`config.mk`:
```
export PLATFORM = sky130hd
export DESIGN_NAME = irq_cause_mask_ctrl
export DESIGN_NICKNAME = d
export VERILOG_FILES = /design/src/rtl/irqc_pkg.sv /design/src/rtl/irqc_cause_bank.sv /design/src/rtl/irqc_summary.sv /design/src/rtl/irqc_prio_pick.sv /design/src/rtl/irq_cause_mask_ctrl.sv
export SDC_FILE = /design/constraint.sdc
export NUM_CORES = 1
export LEC_CHECK = 0
export BUFFER_PORTS_ARGS = -buffer_cell sky130_fd_sc_hd__buf_2
export CAP_MARGIN = 20
export CORE_ASPECT_RATIO = 1.1
export CORE_UTILIZATION = 56
export CTS_BUF_LIST = sky130_fd_sc_hd__clkbuf_8
export CTS_CLUSTER_DIAMETER = 200
export DETAILED_ROUTE_END_ITERATION = 7
export GPL_ROUTABILITY_DRIVEN = 0
export PLACE_DENSITY_LB_ADDON = 0.2
export SYNTH_ARGS = -nofsm -noshare
export SYNTH_HDL_FRONTEND = slang
export SYNTH_HIERARCHICAL = 1
export SYNTH_SLANG_ARGS = --single-unit
```
`constraint.sdc`:
```
create_clock -name clk -period 2.9 [get_ports clk]
set_clock_uncertainty 0.2 [all_clocks]
set_input_delay 0.145 -clock clk [delete_from_list [all_inputs] [get_ports clk]]
set_output_delay 0.145 -clock clk [all_outputs]
set_load 0.005 [all_outputs]
```
`src/rtl/irqc_pkg.sv`:
```
package irqc_pkg;
  localparam int unsigned REG_W  = 32;
  localparam int unsigned SRC_LO = 1;
  localparam int unsigned SRC_HI = 29;

  // contiguous run of ones from position lo up to position hi
  function automatic logic [REG_W-1:0] span(input int unsigned hi, input int unsigned lo);
    logic [REG_W-1:0] m;
    m = '0;
    for (int unsigned i = 0; i < REG_W; i++)
      if (i >= lo && i <= hi) m[i] = 1'b1;
    return m;
  endfunction

  typedef enum logic [1:0] {
    SEL_CAUSE = 2'd0,
    SEL_ENABLE = 2'd1,
    SEL_NONE = 2'd2
  } reg_sel_e;
endpackage

```
`src/rtl/irqc_cause_bank.sv`:
```
module irqc_cause_bank #(
  parameter int unsigned NUM_SRC = 29
) (
  input  logic               clk,
  input  logic               rst,
  input  logic [NUM_SRC-1:0] src_i,
  input  logic               wr_en_i,
  input  logic [NUM_SRC-1:0] wr_keep_i,
  output logic [NUM_SRC-1:0] cause_o
);
  logic [NUM_SRC-1:0] cause_q;

  for (genvar g = 0; g < NUM_SRC; g++) begin : g_bit
    logic keep;
    assign keep = wr_en_i ? (cause_q[g] & wr_keep_i[g]) : cause_q[g];
    always_ff @(posedge clk) begin
      if (rst) cause_q[g] <= 1'b0;
      else     cause_q[g] <= keep | src_i[g];
    end
  end

  assign cause_o = cause_q;

  AST_SRC_SETS: assert property (@(posedge clk) disable iff (rst)
    !rst |=> ((cause_q & $past(src_i)) == $past(src_i)));

  AST_NO_FALSE_SET: assert property (@(posedge clk) disable iff (rst)
    !rst |=> ((cause_q & ~$past(cause_q) & ~$past(src_i)) == '0));

  AST_HOLD_NO_WRITE: assert property (@(posedge clk) disable iff (rst)
    (!rst && !wr_en_i) |=> ((cause_q & $past(cause_q)) == $past(cause_q)));
endmodule

```
`src/rtl/irqc_summary.sv`:
```
module irqc_summary
  import irqc_pkg::*;
#(
  parameter int unsigned NUM_SRC  = 29,
  parameter int unsigned A_UP_LO  = 26,
  parameter int unsigned A_LOW_HI = 20,
  parameter int unsigned B_HI     = 25
) (
  input  logic [NUM_SRC-1:0] cause_i,
  output logic [REG_W-1:0]   view_o
);
  localparam logic [REG_W-1:0] ALL_MASK = span(NUM_SRC, 1);
  localparam logic [REG_W-1:0] A_MASK   = span(NUM_SRC, A_UP_LO) | span(A_LOW_HI, 1);
  localparam logic [REG_W-1:0] B_MASK   = span(B_HI, 1);

  logic [REG_W-1:0] full;
  logic any_set, grp_a, grp_b;

  always_comb begin
    full = '0;
    full[NUM_SRC:1] = cause_i;
    any_set = |(full & ALL_MASK);
    grp_a   = |(full & A_MASK);
    grp_b   = |(full & B_MASK);
    view_o  = full;
    view_o[0]         = any_set;
    view_o[REG_W-2]   = grp_a;
    view_o[REG_W-1]   = grp_b;
  end
endmodule

```
`src/rtl/irqc_prio_pick.sv`:
```
module irqc_prio_pick #(
  parameter int unsigned NUM_SRC = 29,
  parameter int unsigned IDX_W   = 5
) (
  input  logic [NUM_SRC-1:0] pend_i,
  output logic [IDX_W-1:0]   idx_o,
  output logic               found_o
);
  always_comb begin
    idx_o   = '0;
    found_o = 1'b0;
    for (int k = NUM_SRC - 1; k >= 0; k--) begin
      if (pend_i[k]) begin
        idx_o   = IDX_W'(k + 1);
        found_o = 1'b1;
      end
    end
  end
endmodule

```
`src/rtl/irq_cause_mask_ctrl.sv`:
```
module irq_cause_mask_ctrl
  import irqc_pkg::*;
#(
  parameter int unsigned NUM_SRC   = 29,
  parameter int unsigned ADDR_W    = 8,
  parameter int unsigned CAUSE_OFS = 0,
  parameter int unsigned MASK_OFS  = 4,
  parameter int unsigned IDX_W     = $clog2(REG_W)
) (
  input  logic               clk,
  input  logic               rst,
  input  logic [NUM_SRC-1:0] irq_src_i,
  input  logic [ADDR_W-1:0]  reg_addr_i,
  input  logic               reg_we_i,
  input  logic               reg_re_i,
  input  logic [REG_W-1:0]   reg_wdata_i,
  output logic [REG_W-1:0]   reg_rdata_o,
  output logic               cpu_irq_o,
  output logic [IDX_W-1:0]   pick_idx_o,
  output logic               pick_valid_o,
  output logic               spurious_o
);
  reg_sel_e           sel;
  logic [NUM_SRC-1:0] cause;
  logic [REG_W-1:0]   cause_view;
  logic [REG_W-1:0]   mask_q;
  logic [NUM_SRC-1:0] pend;
  logic [IDX_W-1:0]   pick_idx;
  logic               pick_found;
  logic [REG_W-1:0]   rd_mux;
  logic               irq_q, valid_q, spur_q;
  logic [IDX_W-1:0]   idx_q;
  logic [REG_W-1:0]   rdata_q;

  always_comb begin
    if (reg_addr_i == ADDR_W'(CAUSE_OFS))     sel = SEL_CAUSE;
    else if (reg_addr_i == ADDR_W'(MASK_OFS)) sel = SEL_ENABLE;
    else                                      sel = SEL_NONE;
  end

  irqc_cause_bank #(.NUM_SRC(NUM_SRC)) i_bank (
    .clk       (clk),
    .rst       (rst),
    .src_i     (irq_src_i),
    .wr_en_i   (reg_we_i && sel == SEL_CAUSE),
    .wr_keep_i (reg_wdata_i[NUM_SRC:1]),
    .cause_o   (cause)
  );

  irqc_summary #(.NUM_SRC(NUM_SRC)) i_sum (
    .cause_i (cause),
    .view_o  (cause_view)
  );

  always_ff @(posedge clk) begin
    if (rst)                                mask_q <= '0;
    else if (reg_we_i && sel == SEL_ENABLE) mask_q <= reg_wdata_i;
  end

  assign pend = cause & mask_q[NUM_SRC:1];

  irqc_prio_pick #(.NUM_SRC(NUM_SRC), .IDX_W(IDX_W)) i_pick (
    .pend_i  (pend),
    .idx_o   (pick_idx),
    .found_o (pick_found)
  );

  always_comb begin
    case (sel)
      SEL_CAUSE:  rd_mux = cause_view;
      SEL_ENABLE: rd_mux = mask_q;
      default:    rd_mux = '0;
    endcase
  end

  always_ff @(posedge clk) begin
    if (rst) begin
      irq_q   <= 1'b0;
      valid_q <= 1'b0;
      idx_q   <= '0;
      spur_q  <= 1'b0;
      rdata_q <= '0;
    end else begin
      irq_q   <= |pend;
      valid_q <= pick_found;
      idx_q   <= pick_found ? pick_idx : '0;
      spur_q  <= reg_re_i && sel == SEL_CAUSE && !pick_found;
      if (reg_re_i) rdata_q <= rd_mux;
    end
  end

  assign cpu_irq_o    = irq_q;
  assign pick_valid_o = valid_q;
  assign pick_idx_o   = idx_q;
  assign spurious_o   = spur_q;
  assign reg_rdata_o  = rdata_q;

  AST_VALID_IRQ: assert property (@(posedge clk) disable iff (rst)
    valid_q == irq_q);

  AST_IDX_RANGE: assert property (@(posedge clk) disable iff (rst)
    valid_q |-> (idx_q >= IDX_W'(1) && idx_q <= IDX_W'(NUM_SRC)));

  AST_IDX_PENDING: assert property (@(posedge clk) disable iff (rst)
    valid_q |-> ((($past(pend) >> (idx_q - IDX_W'(1))) & NUM_SRC'(1)) != '0));

  AST_SPUR_EXCL: assert property (@(posedge clk) disable iff (rst)
    spur_q |-> !irq_q);

  AST_SUMMARY_UNION: assert property (@(posedge clk) disable iff (rst)
    cause_view[0] == (cause_view[REG_W-2] | cause_view[REG_W-1]));
endmodule

```
Word level (Yosys, flattened, before mapping)
Cells that the tools add are included.

Equality and inequality tests: 2. Multiplexer cells: 90. Bitwise operators: 60. Reduce and logical (&&, ||, !) cells: 16.

Operator list (count): $mux 5 (14); $pmux 32 s2 (1); $mux 1 (59); $reduce_or 29->1 (2); $mux 4 (8); $and 1x1->1 (29); $and 29x29->29 (1); $or 1x1->1 (29); $reduce_or 25->1 (1); $reduce_or 24->1 (1); $reduce_or 17->1 (1); $mux 3 (4); $reduce_or 9->1 (1); $eq 8x3->1 const B (1); $logic_not 8->1 (1); $mux 2 (4); $reduce_or 5->1 (1); $logic_and 1x1->1 (4); $reduce_or 3->1 (1); $eq 2x1->1 const B (1); $logic_not 2->1 (1); $reduce_or 2->1 (1); $logic_not 1->1 (1); $not 1->1 (1).

Register bits: 101. Bits of input ports: 73. Output and inout bits: 40. Word-level logic and storage cells: 207.

Longest topological paths before layout
Gate-level depths: netlist (run 1).

Word-level depth: 32. Gate-level depth with buffers: 7. Gate-level depth less buffers: 7.

By module
Netlist (run 1), hierarchy kept.

By module, submodules not included: irq_cause_mask_ctrl (times used 1, cells each 345, area an instance 3057.9 µm², seq. area each 1441.4 µm²); irqc_cause_bank (times used 1, cells each 122, area an instance 1188.6 µm², seq. area each 580.6 µm²); irqc_prio_pick (times used 1, cells each 63, area an instance 362.8 µm², seq. area each 0.0 µm²); irqc_summary (times used 1, cells each 45, area an instance 332.8 µm², seq. area each 0.0 µm²).

Least setup slack after synthesis (run 1)
Ideal clock, no wire load.

Path type: register to register. From: register i_bank.cause_q[6] (netlist: i_bank/cause_o[6]). To: register idx_q[0] (netlist: pick_idx_o[0]). Setup time: 0.115 ns. Data arrival time: 1.937 ns. Data required time: 2.585 ns. Path slack: 0.648 ns. Cell stages (with the launch flop): 7. Path buffers: 0. Period minus slack after synthesis: 2.252 ns. Path through: dfxtp_1 > and2_1 > or4_4 > or4_4 > nand3b_1 > nor2b_1 > and2_1.

Cells in the longest elaborated chain, start to end: 10. Elaborated cells on any way between the ends: 17. Classes of those cells: mux: 14; bitwise: 2; reduce/logical: 1.

Ends and longest elaborated chain: from (decl) (line irqc_cause_bank.sv:11) `logic [NUM_SRC-1:0] cause_q;`; from (signal, indexed assignment) (line irqc_cause_bank.sv:18) `else cause_q[g] <= keep | src_i[g];`; $and 29x29->29 (line irq_cause_mask_ctrl.sv:60) `assign pend = cause & mask_q[NUM_SRC:1];`; net pend[6] (line irq_cause_mask_ctrl.sv:27) `logic [NUM_SRC-1:0] pend;`; $mux 1 (7 in a row) (line irqc_prio_pick.sv:13) `if (pend_i[k]) begin`; net pick_found (line irq_cause_mask_ctrl.sv:29) `logic pick_found;`; $not 1->1 (no line); $reduce_or 2->1 (no line); to (signal assigned) (line irq_cause_mask_ctrl.sv:86) `idx_q <= pick_found ? pick_idx : '0;`; to (decl) (line irq_cause_mask_ctrl.sv:32) `logic [IDX_W-1:0] idx_q;`.

The timed path passes the listed nets, and every way through them passes these cells. A chain may end at the register's enable or synchronous reset.

Final worst setup path (run 1)
From: register i_bank.cause_q[5] (netlist: i_bank/cause_o[5]). To: register idx_q[4] (netlist: pick_idx_o[4]).

Cells in the longest elaborated chain, start to end: 9.

Ends and longest elaborated chain (line): $and 29x29->29 (irq_cause_mask_ctrl.sv:60); net pend[5] (irq_cause_mask_ctrl.sv:27); $mux 1 (6 in a row) (irqc_prio_pick.sv:13); net pick_found (irq_cause_mask_ctrl.sv:29); $not 1->1 (no line); $reduce_or 17->1 (no line).

The timed path passes the listed nets, and every way through them passes these cells.

==> impl_metrics.json, run 1 <==
{
  "initial_core_util": 0.585,
  "place_inst": 747,
  "maxCapViolCount": 0,
  "die_y_um": 101,
  "synth_warnings": 6,
  "layout_min_cycle_time_ps": 2430,
  "antenna_found_initial": 0,
  "synth_cell_type_count": 45,
  "final_cells": 826,
  "wire_per_inst_um": 15.5,
  "fin_nets": 783,
  "antenna_cells": 0,
  "route.antenna.remaining_nets": 0,
  "grt_max_degree": 37,
  "htree_levels": 3,
  "synthTopCellsByCount": "dfxtp_1 (101), nor2_1 (78), nand2_1 (68)",
  "reg2regPathDepth": 6,
  "setup_viol": 0,
  "die_w_um": 91.6,
  "top_usage_layer": "met2",
  "peakVddDrop_uv": 226,
  "report.final.hold_viol_count": 0,
  "drt-initial-drc-count": 241,
  "fill_cells": 635,
  "yosysTopAreaCell": "dfxtp_1",
  "setup_tns_ps": 0,
  "dieArea_um2": 9210,
  "fmax_ghz": 0.412,
  "num_vias": 4604,
  "yosys_register_bits": 101,
  "seq_area_frac_synth": 0.409,
  "grt_usage": 0.285,
  "synthToLayoutAreaGrowth_pct": 24.8,
  "synth_top_area_share": 0.409,
  "clk_latency_ps": 370,
  "grt_overflow": 0,
  "drt_wl_total_um": 12800,
  "clk_path_buf_depth": 2,
  "p_leak_nw": 2.56,
  "firstDrtPassIters": 5,
  "core_um2": 8450,
  "rows": 35,
  "use_met1": 0.390,
  "cp_max_fo": 6,
  "worst_setup_path_end_kind": "register",
  "pin_count": 113,
  "synth_edf_count": 0,
  "gr-usage-met2": 0.449,
  "drc_errors": 0,
  "cts.sinks": 101,
  "required_ps": 2950,
  "synth.avg_cell_area_um2": 8.60,
  "synth_area_leaders": "dfxtp_1 (41%), mux2_2 (7.3%), nor2_1 (5.9%)",
  "grt_pass1_wl_um": 20600,
  "crit_path_end": "pick_idx_o[4]",
  "crit_arrival_ps": 2480,
  "grt_pass1_vias": 4265,
  "cts_tree": "built",
  "drive_above_1_share": 0.278,
  "dp_hpwl_um": 8600,
  "rsz0062_at_grt": "false",
  "place_area_um2": 5350,
  "port_buffers": 112,
  "clk_pin_slew_ps": 100,
  "timing.critical_path.from": "i_bank/cause_o[5]",
  "via_per_inst": 5.57,
  "synth_cells": 575,
  "power_density_nw_per_um2": 420,
  "cts_root_buffer": "clkbuf_8",
  "cts_buffers": 9,
  "rrSetupSlack_ps": 470,
  "cp-start-kind": "register",
  "final_area_um2": 6170,
  "yosysMostFrequentCell": "dfxtp_1",
  "rr_startpoint": "i_bank/cause_o[5]",
  "slew_viol_final": 0,
  "max_slew_margin": 0.505,
  "rr_endpoint": "pick_idx_o[4]",
  "outcome": "finished, final reports clean",
  "syn_area_um2": 4940,
  "hp-class": "input pin to register",
  "syn-num-nets": 648,
  "synthArstFlopShare": 0,
  "synth_flop_cell": "dfxtp_1",
  "worst_pin_slew_ps": 743,
  "met3_usage": 0.0558,
  "finalCritPeriodShare": 0.838,
  "critical_path_class": "register to register"
}
repair_timing:
| action | in CTS | in global routing |
|---|---|---|
| resized for setup | 0 | 0 |
| hold buffers | 63 | 0 |
| setup buffers | 0 | 0 |
| endpoints found under the hold margin | 61 | 0 |
where the power goes:
| part | total (W) | internal, W | switching, W |
|---|---|---|---|
| combinational | 0.000268 | 0.000148 | 0.000121 |
| sequential | 0.00145 | 0.00142 | 0.0000326 |
| clock | 0.000873 | 0.000396 | 0.000477 |
| total | 0.00259 | 0.00196 | 0.000630 |
how the worst min path moves through the flow:
stage / start / endpoint / slack [ps] / cells after the start
after floorplan: rst / pick_valid_o / 50 / 1
after global routing: reg_addr_i[3] / spurious_o / 100 / 4
after CTS: reg_addr_i[3] / spurious_o / 100 / 4
after global placement: reg_wdata_i[0] / mask_q[0] / 190 / 3
after detailed placement: reg_wdata_i[30] / mask_q[30] / 200 / 3
final: reg_addr_i[3] / spurious_o / 110 / 4
logic make-up after synthesis:
family	share of synthesized area
buffers and inverters	0.0881
AOI/OAI and AO/OA	0.113
DFF	0.409
and+or+nand+nor	0.317
muxes	0.0729
layout by cell type (no fill, tap or decap), types with 6 or more instances in the layout:
master and instances:
a21oi_1 40, a22oi_1 32, and2_1 34, buf_2 112, buf_4 10, clkbuf_8 9
dfxtp_1 101, dlygate4sd3_1 63, inv_1 9, mux2_2 32, nand2_1 68, nor2_1 78
nor3_1 23, nor3_2 9, nor3b_1 19, nor3b_2 9, nor4_1 11, or4_1 6
registers in the layout, indices dropped and copies added, names as in the netlist:
signal          cells
pick_valid_o        1
pick_idx_o          5
spurious_o          1
mask_q             32
i_bank/cause_o     29
reg_rdata_o        32
cpu_irq_o           1
metrics by stage:
stage / setup slack (ps) / utilization / hold slack (ps) / power [W]
5_1_grt: 350 / 0.730 / 95.8 / 0.00270
3_3_place_gp: 546 / 0.633 / 194 / 0.00167
6_report: 471 / 0.730 / 108 / 0.00259
3_5_place_dp: 503 / 0.633 / 203 / 0.00168
4_1_cts: 471 / 0.730 / 99.0 / 0.00260
2_1_floorplan: 648 / - / 52.7 / 0.00161
critical path: stages (launching register included):
cell and delay, ps:
dfxtp_1 340, and2_1 210, or4_4 540, or4_4 440, nand3b_1 180, nor2b_1 180, and2_1 220
per-layer routing:
layer  part of all wire  vias to the layer above
met2               0.46                      199
met3              0.073                       21
met1               0.45                     2134
li1                   -                     2250
met5                  0                        -
met4              0.017                        0
layout make-up:
type / count / area [um^2] / share of cell area
clock buffer: 9 / 124 / 0.0201
multi-input combinational: 405 / 2500 / 0.406
timing repair buffer: 186 / 1290 / 0.209
tap: 111 / 139 / 0.0225
clock inverter: 7 / 67.6 / 0.0110
sequential: 101 / 2020 / 0.328
inverter: 7 / 26.3 / 0.00426
Power figures use the tool's default switching activity.
==> run 2, diff against run 1 <==
==> constraint.sdc (replaced) <==
create_clock -name clk -period 2.5 [get_ports clk]
set_clock_uncertainty 0.2 [all_clocks]
set_input_delay 0.125 -clock clk [delete_from_list [all_inputs] [get_ports clk]]
set_output_delay 0.125 -clock clk [all_outputs]
set_load 0.005 [all_outputs]
==> impl_metrics.json, run 2 (synthesized netlist as in run 1, its figures left out) <==
{
  "final_common_cell": "buf_2",
  "rows": 35,
  "clk_latency_ps": 370,
  "initial_core_util": 0.585,
  "synthToLayoutAreaGrowth_pct": 25.5,
  "peakVddDrop_uv": 326,
  "num_vias": 4660,
  "htree_levels": 3,
  "grt_pass1_vias": 4395,
  "grt_usage": 0.292,
  "maxCapViolCount": 0,
  "die_w_um": 91.6,
  "met3_usage": 0.0377,
  "cp-start-kind": "register",
  "max_slew_margin": 0.562,
  "die_y_um": 101,
  "final_cell_mix": "buf_2 (112), dfxtp_1 (101), nor2_1 (78)",
  "drt_wl_total_um": 13000,
  "antenna_found_initial": 0,
  "rsz0062_at_grt": "false",
  "drc_errors": 0,
  "grt_max_degree": 60,
  "cts_root_buffer": "clkbuf_8",
  "antenna_cells": 0,
  "power_density_nw_per_um2": 500,
  "p_leak_nw": 2.57,
  "dieArea_um2": 9210,
  "top_usage_layer": "met2",
  "cts_buffers": 9,
  "multi_input_area_um2": 2510,
  "hold_start": "rst",
  "grt_pass1_wl_um": 21200,
  "route.antenna.remaining_nets": 0,
  "finalCritPeriodShare": 0.972,
  "via_per_inst": 5.63,
  "report.final.hold_viol_count": 0,
  "core_um2": 8450,
  "pin_count": 113,
  "rr_startpoint": "i_bank/cause_o[6]",
  "fmax_ghz": 0.411,
  "outcome": "finished, final reports clean",
  "rr_endpoint": "pick_idx_o[3]",
  "port_buffers": 112,
  "fill_cells": 634,
  "place_area_um2": 5330,
  "holdPathEnd": "reg_rdata_o[17]",
  "cts.sinks": 101,
  "grt_overflow": 0,
  "fin_nets": 785,
  "cp_max_fo": 6,
  "worst_setup_path_end_kind": "register",
  "dp_hpwl_um": 8350,
  "wire_per_inst_um": 15.7,
  "setup_viol": 0,
  "clk_path_buf_depth": 2,
  "worst_pin_slew_ps": 658,
  "layout_min_cycle_time_ps": 2430,
  "use_met1": 0.388,
  "drt-initial-drc-count": 281,
  "ff_latch_area_um2": 2020,
  "drive_above_1_share": 0.282,
  "whs_ps": 73.4,
  "reg2regPathDepth": 6,
  "hold_depth": 3,
  "required_ps": 2570,
  "setup_tns_ps": 0,
  "firstDrtPassIters": 5,
  "crit_arrival_ps": 2500,
  "hp-class": "input pin to register",
  "gr-usage-met2": 0.484,
  "final_area_um2": 6200,
  "rrSetupSlack_ps": 70,
  "clk_pin_slew_ps": 100,
  "slew_viol_final": 0,
  "critical_path_class": "register to register",
  "cts_tree": "built"
}
-- run 2: cell types whose count changed in the layout (fill, tap and decap cells not counted) --
cell           before  now
clkinv_4            1    0
dlygate4sd3_1      63   65
inv_1               9    7
buf_12              1    0
inv_6               1    3
clkbuf_8            9   11
buf_4              10   11
clkinv_2            1    0
nor2b_1             3    2
nor2b_2             0    1
-- run 2: timing repair --
| item | in CTS | in global routing |
|---|---|---|
| hold buffers | 65 | 0 |
| hold endpoints to repair | 61 | 0 |
| endpoints found under the setup margin | 0 | 1 |
| gates resized for setup | 0 | 1 |
| setup buffers | 0 | 0 |
-- run 2: worst max-delay path: stages (launching register included) --
cell and delay [ps]:
dfxtp_1 350, and2_1 210, or4_4 560, or4_4 450
nand3b_1 200, nor2b_2 200, and2_1 180
-- run 2: per-layer routing --
layer	wire length (um)	up-vias	part of all wire
li1	-	2247	-
met1	5860	2207	0.45
met2	6070	181	0.47
met3	767	25	0.059
met4	294	0	0.023
met5	0	-	0
-- run 2: area by class of cell --
cell class                      count  area share
Inverter                            7     0.00424
Clock inverter                      5      0.0103
Multi-Input combinational cell    405       0.404
Sequential cell                   101       0.326
Clock buffer                       11      0.0244
Tap cell                          111      0.0224
Timing Repair Buffer              188       0.209
-- run 2: worst max-delay path by stage --
stage / endpoint / slack (ps) / start
floorplan: pick_idx_o[0] / 250 / i_bank/cause_o[6]
global placement: pick_idx_o[4] / 170 / i_bank/cause_o[6]
detailed placement: pick_idx_o[1] / 110 / i_bank/cause_o[5]
CTS: pick_idx_o[1] / 90 / i_bank/cause_o[6]
global route: pick_idx_o[3] / 10 / i_bank/cause_o[5]
finish: pick_idx_o[3] / 70 / i_bank/cause_o[6]
-- run 2: per-stage QoR --
| stage | std cells | power, W | util | setup slack (ps) |
|---|---|---|---|---|
| 3_3_place_gp | 747 | 0.00194 | 0.631 | 170 |
| 6_report | 828 | 0.00310 | 0.734 | 69.3 |
| 3_5_place_dp | 747 | 0.00194 | 0.631 | 108 |
| 2_1_floorplan | 575 | 0.00187 | - | 248 |
| 5_1_grt | 828 | 0.00322 | 0.734 | 11.2 |
| 4_1_cts | 828 | 0.00311 | 0.734 | 92.4 |
-- run 2: power by group --
| part | switching, W | internal [W] | total, W |
|---|---|---|---|
| sequential | 0.0000384 | 0.00164 | 0.00168 |
| clock | 0.000578 | 0.000529 | 0.00111 |
| combinational | 0.000143 | 0.000172 | 0.000316 |
| total | 0.000760 | 0.00234 | 0.00310 |
==> run 3, diff against run 2 <==
--- a/config.mk
+++ b/config.mk
@@ -7,8 +7,10 @@
 export LEC_CHECK = 0
 export BUFFER_PORTS_ARGS = -buffer_cell sky130_fd_sc_hd__buf_2
 export CAP_MARGIN = 20
+export CELL_PAD_IN_SITES_DETAIL_PLACEMENT = 2
+export CELL_PAD_IN_SITES_GLOBAL_PLACEMENT = 2
 export CORE_ASPECT_RATIO = 1.1
-export CORE_UTILIZATION = 56
+export CORE_UTILIZATION = 33
 export CTS_BUF_LIST = sky130_fd_sc_hd__clkbuf_8
 export CTS_CLUSTER_DIAMETER = 200
 export DETAILED_ROUTE_END_ITERATION = 7
==> impl_metrics.json, run 3 (synthesized netlist as in run 1, its figures left out) <==
{
  "drt-initial-drc-count": 137,
  "seqPwrFrac": 0.541,
  "required_ps": 2600,
  "die_w_um": 119,
  "fin_total_pwr_w": 0.00311,
  "whs_ps": 37.1,
  "clk_latency_ps": 390,
  "critical_path_class": "register to register",
  "fmax_ghz": 0.414,
  "combPwrFrac": 0.106,
  "fin_nets": 782,
  "final_cells": 906,
  "peakVddDrop_uv": 257,
  "final_common_cell": "buf_2",
  "worst_pin_slew_ps": 635,
  "num_vias": 4672,
  "port_buffers": 112,
  "cts_tree": "built",
  "route.antenna.remaining_nets": 0,
  "die_y_um": 130,
  "drive_above_1_share": 0.286,
  "cts.sinks": 101,
  "rsz0062_at_grt": "true",
  "maxCapViolCount": 0,
  "antenna_found_initial": 0,
  "antenna_cells": 0,
  "max_slew_margin": 0.576,
  "grt_overflow": 0,
  "drt_wl_total_um": 17300,
  "cp_max_fo": 6,
  "power_density_nw_per_um2": 493,
  "internal-power_w": 0.00231,
  "cts_buffers": 9,
  "pin_count": 113,
  "wire_per_inst_um": 19.1,
  "place_inst": 828,
  "core_um2": 14500,
  "dieArea_um2": 15500,
  "initial_core_util": 0.341,
  "clk_pin_slew_ps": 100,
  "worst_setup_path_end_kind": "register",
  "grt_pass1_vias": 5246,
  "synthToLayoutAreaGrowth_pct": 27.6,
  "via_per_inst": 5.16,
  "crit_arrival_ps": 2520,
  "hp-class": "input pin to register",
  "final_cell_mix": "buf_2 (112), dfxtp_1 (100), nor2_1 (78)",
  "rows": 46,
  "dp_hpwl_um": 11900,
  "report.final.hold_viol_count": 0,
  "drc_errors": 0,
  "layout_min_cycle_time_ps": 2420,
  "p_leak_nw": 2.57,
  "clk_path_buf_depth": 2,
  "grt_pass1_wl_um": 27500,
  "cts_root_buffer": "clkbuf_8",
  "swShare": 0.258,
  "firstDrtPassIters": 4,
  "p_sw_w": 0.000803,
  "pwr-share-clk": 0.353,
  "slew_viol_final": 0,
  "grt_usage": 0.232,
  "grt_max_degree": 46,
  "setup_tns_ps": 0,
  "outcome": "finished, final reports clean",
  "setup_viol": 0,
  "finalCritPeriodShare": 0.966,
  "htree_levels": 3,
  "cp-start-kind": "register"
}
## run 3: changes by cell type in the layout (fill, tap and decap cells not counted), moves of 2 or more
cell / change
dlygate4sd3_1: -3
and2_1: -3
inv_6: -2
and2_4: +2
buf_12: +3
buf_4: -3
inv_1: +2
## run 3: power by group through the flow
stage          logic (W)  registers (W)  clock network, W
3_3_place_gp    0.000243        0.00172                 0
4_1_cts         0.000328        0.00168           0.00113
3_5_place_dp    0.000252        0.00172                 0
5_1_grt         0.000353        0.00169           0.00121
2_1_floorplan   0.000165        0.00170                 0
6_report        0.000330        0.00168           0.00110
## run 3: what timing repair did
action / CTS / global route
resized for setup: 0 / 6
endpoints found under the hold margin: 61 / 0
endpoints found under the setup margin: 0 / 5
hold buffers: 62 / 0
setup buffers: 0 / 0
## run 3: area by class of cell
type | instances | area (um^2)
Fill cell | 1662 | 8200
Timing Repair Buffer | 185 | 1300
Clock inverter | 6 | 62.6
Tap cell | 192 | 240
Multi-Input combinational cell | 405 | 2520
Clock buffer | 10 | 138
Sequential cell | 101 | 2020
Inverter | 7 | 26.3
## run 3: worst paths after layout
kind | to | slack [ps] | start | depth (start not counted)
worst max-delay path | pick_idx_o[0] | 80 | i_bank/cause_o[5] | 6
worst min-delay path | reg_rdata_o[29] | 40 | rst | 2
worst max register to register | pick_idx_o[0] | 80 | i_bank/cause_o[5] | 6
worst min register to register | mask_q[0] | 270 | mask_q[0] | 2
## run 3: metal layers
metal,GRT usage,routed length [um],share of wire,vias to the layer above
met5,0,0,0,-
met2,0.445,9280,0.54,92
met1,0.251,7080,0.41,2308
met4,0.107,498,0.029,0
li1,-,-,-,2241
met3,0.0363,452,0.026,31
## run 3: metrics by stage
step	cell area, um^2	utilization	setup WS (ps)
global route	6310	0.435	11.0
detailed placement	5470	0.377	27.0
global placement	5470	0.377	105
finish	6310	0.435	84.0
CTS	6290	0.434	0.153
floorplan	4940	-	248
## run 3: worst max-delay path: stages (launching register included)
cell      delay (ps)
dfxtp_2          350
and2_2           220
or4_4            540
or4_4            450
nand3b_1         210
nor2b_4          170
and2_1           180
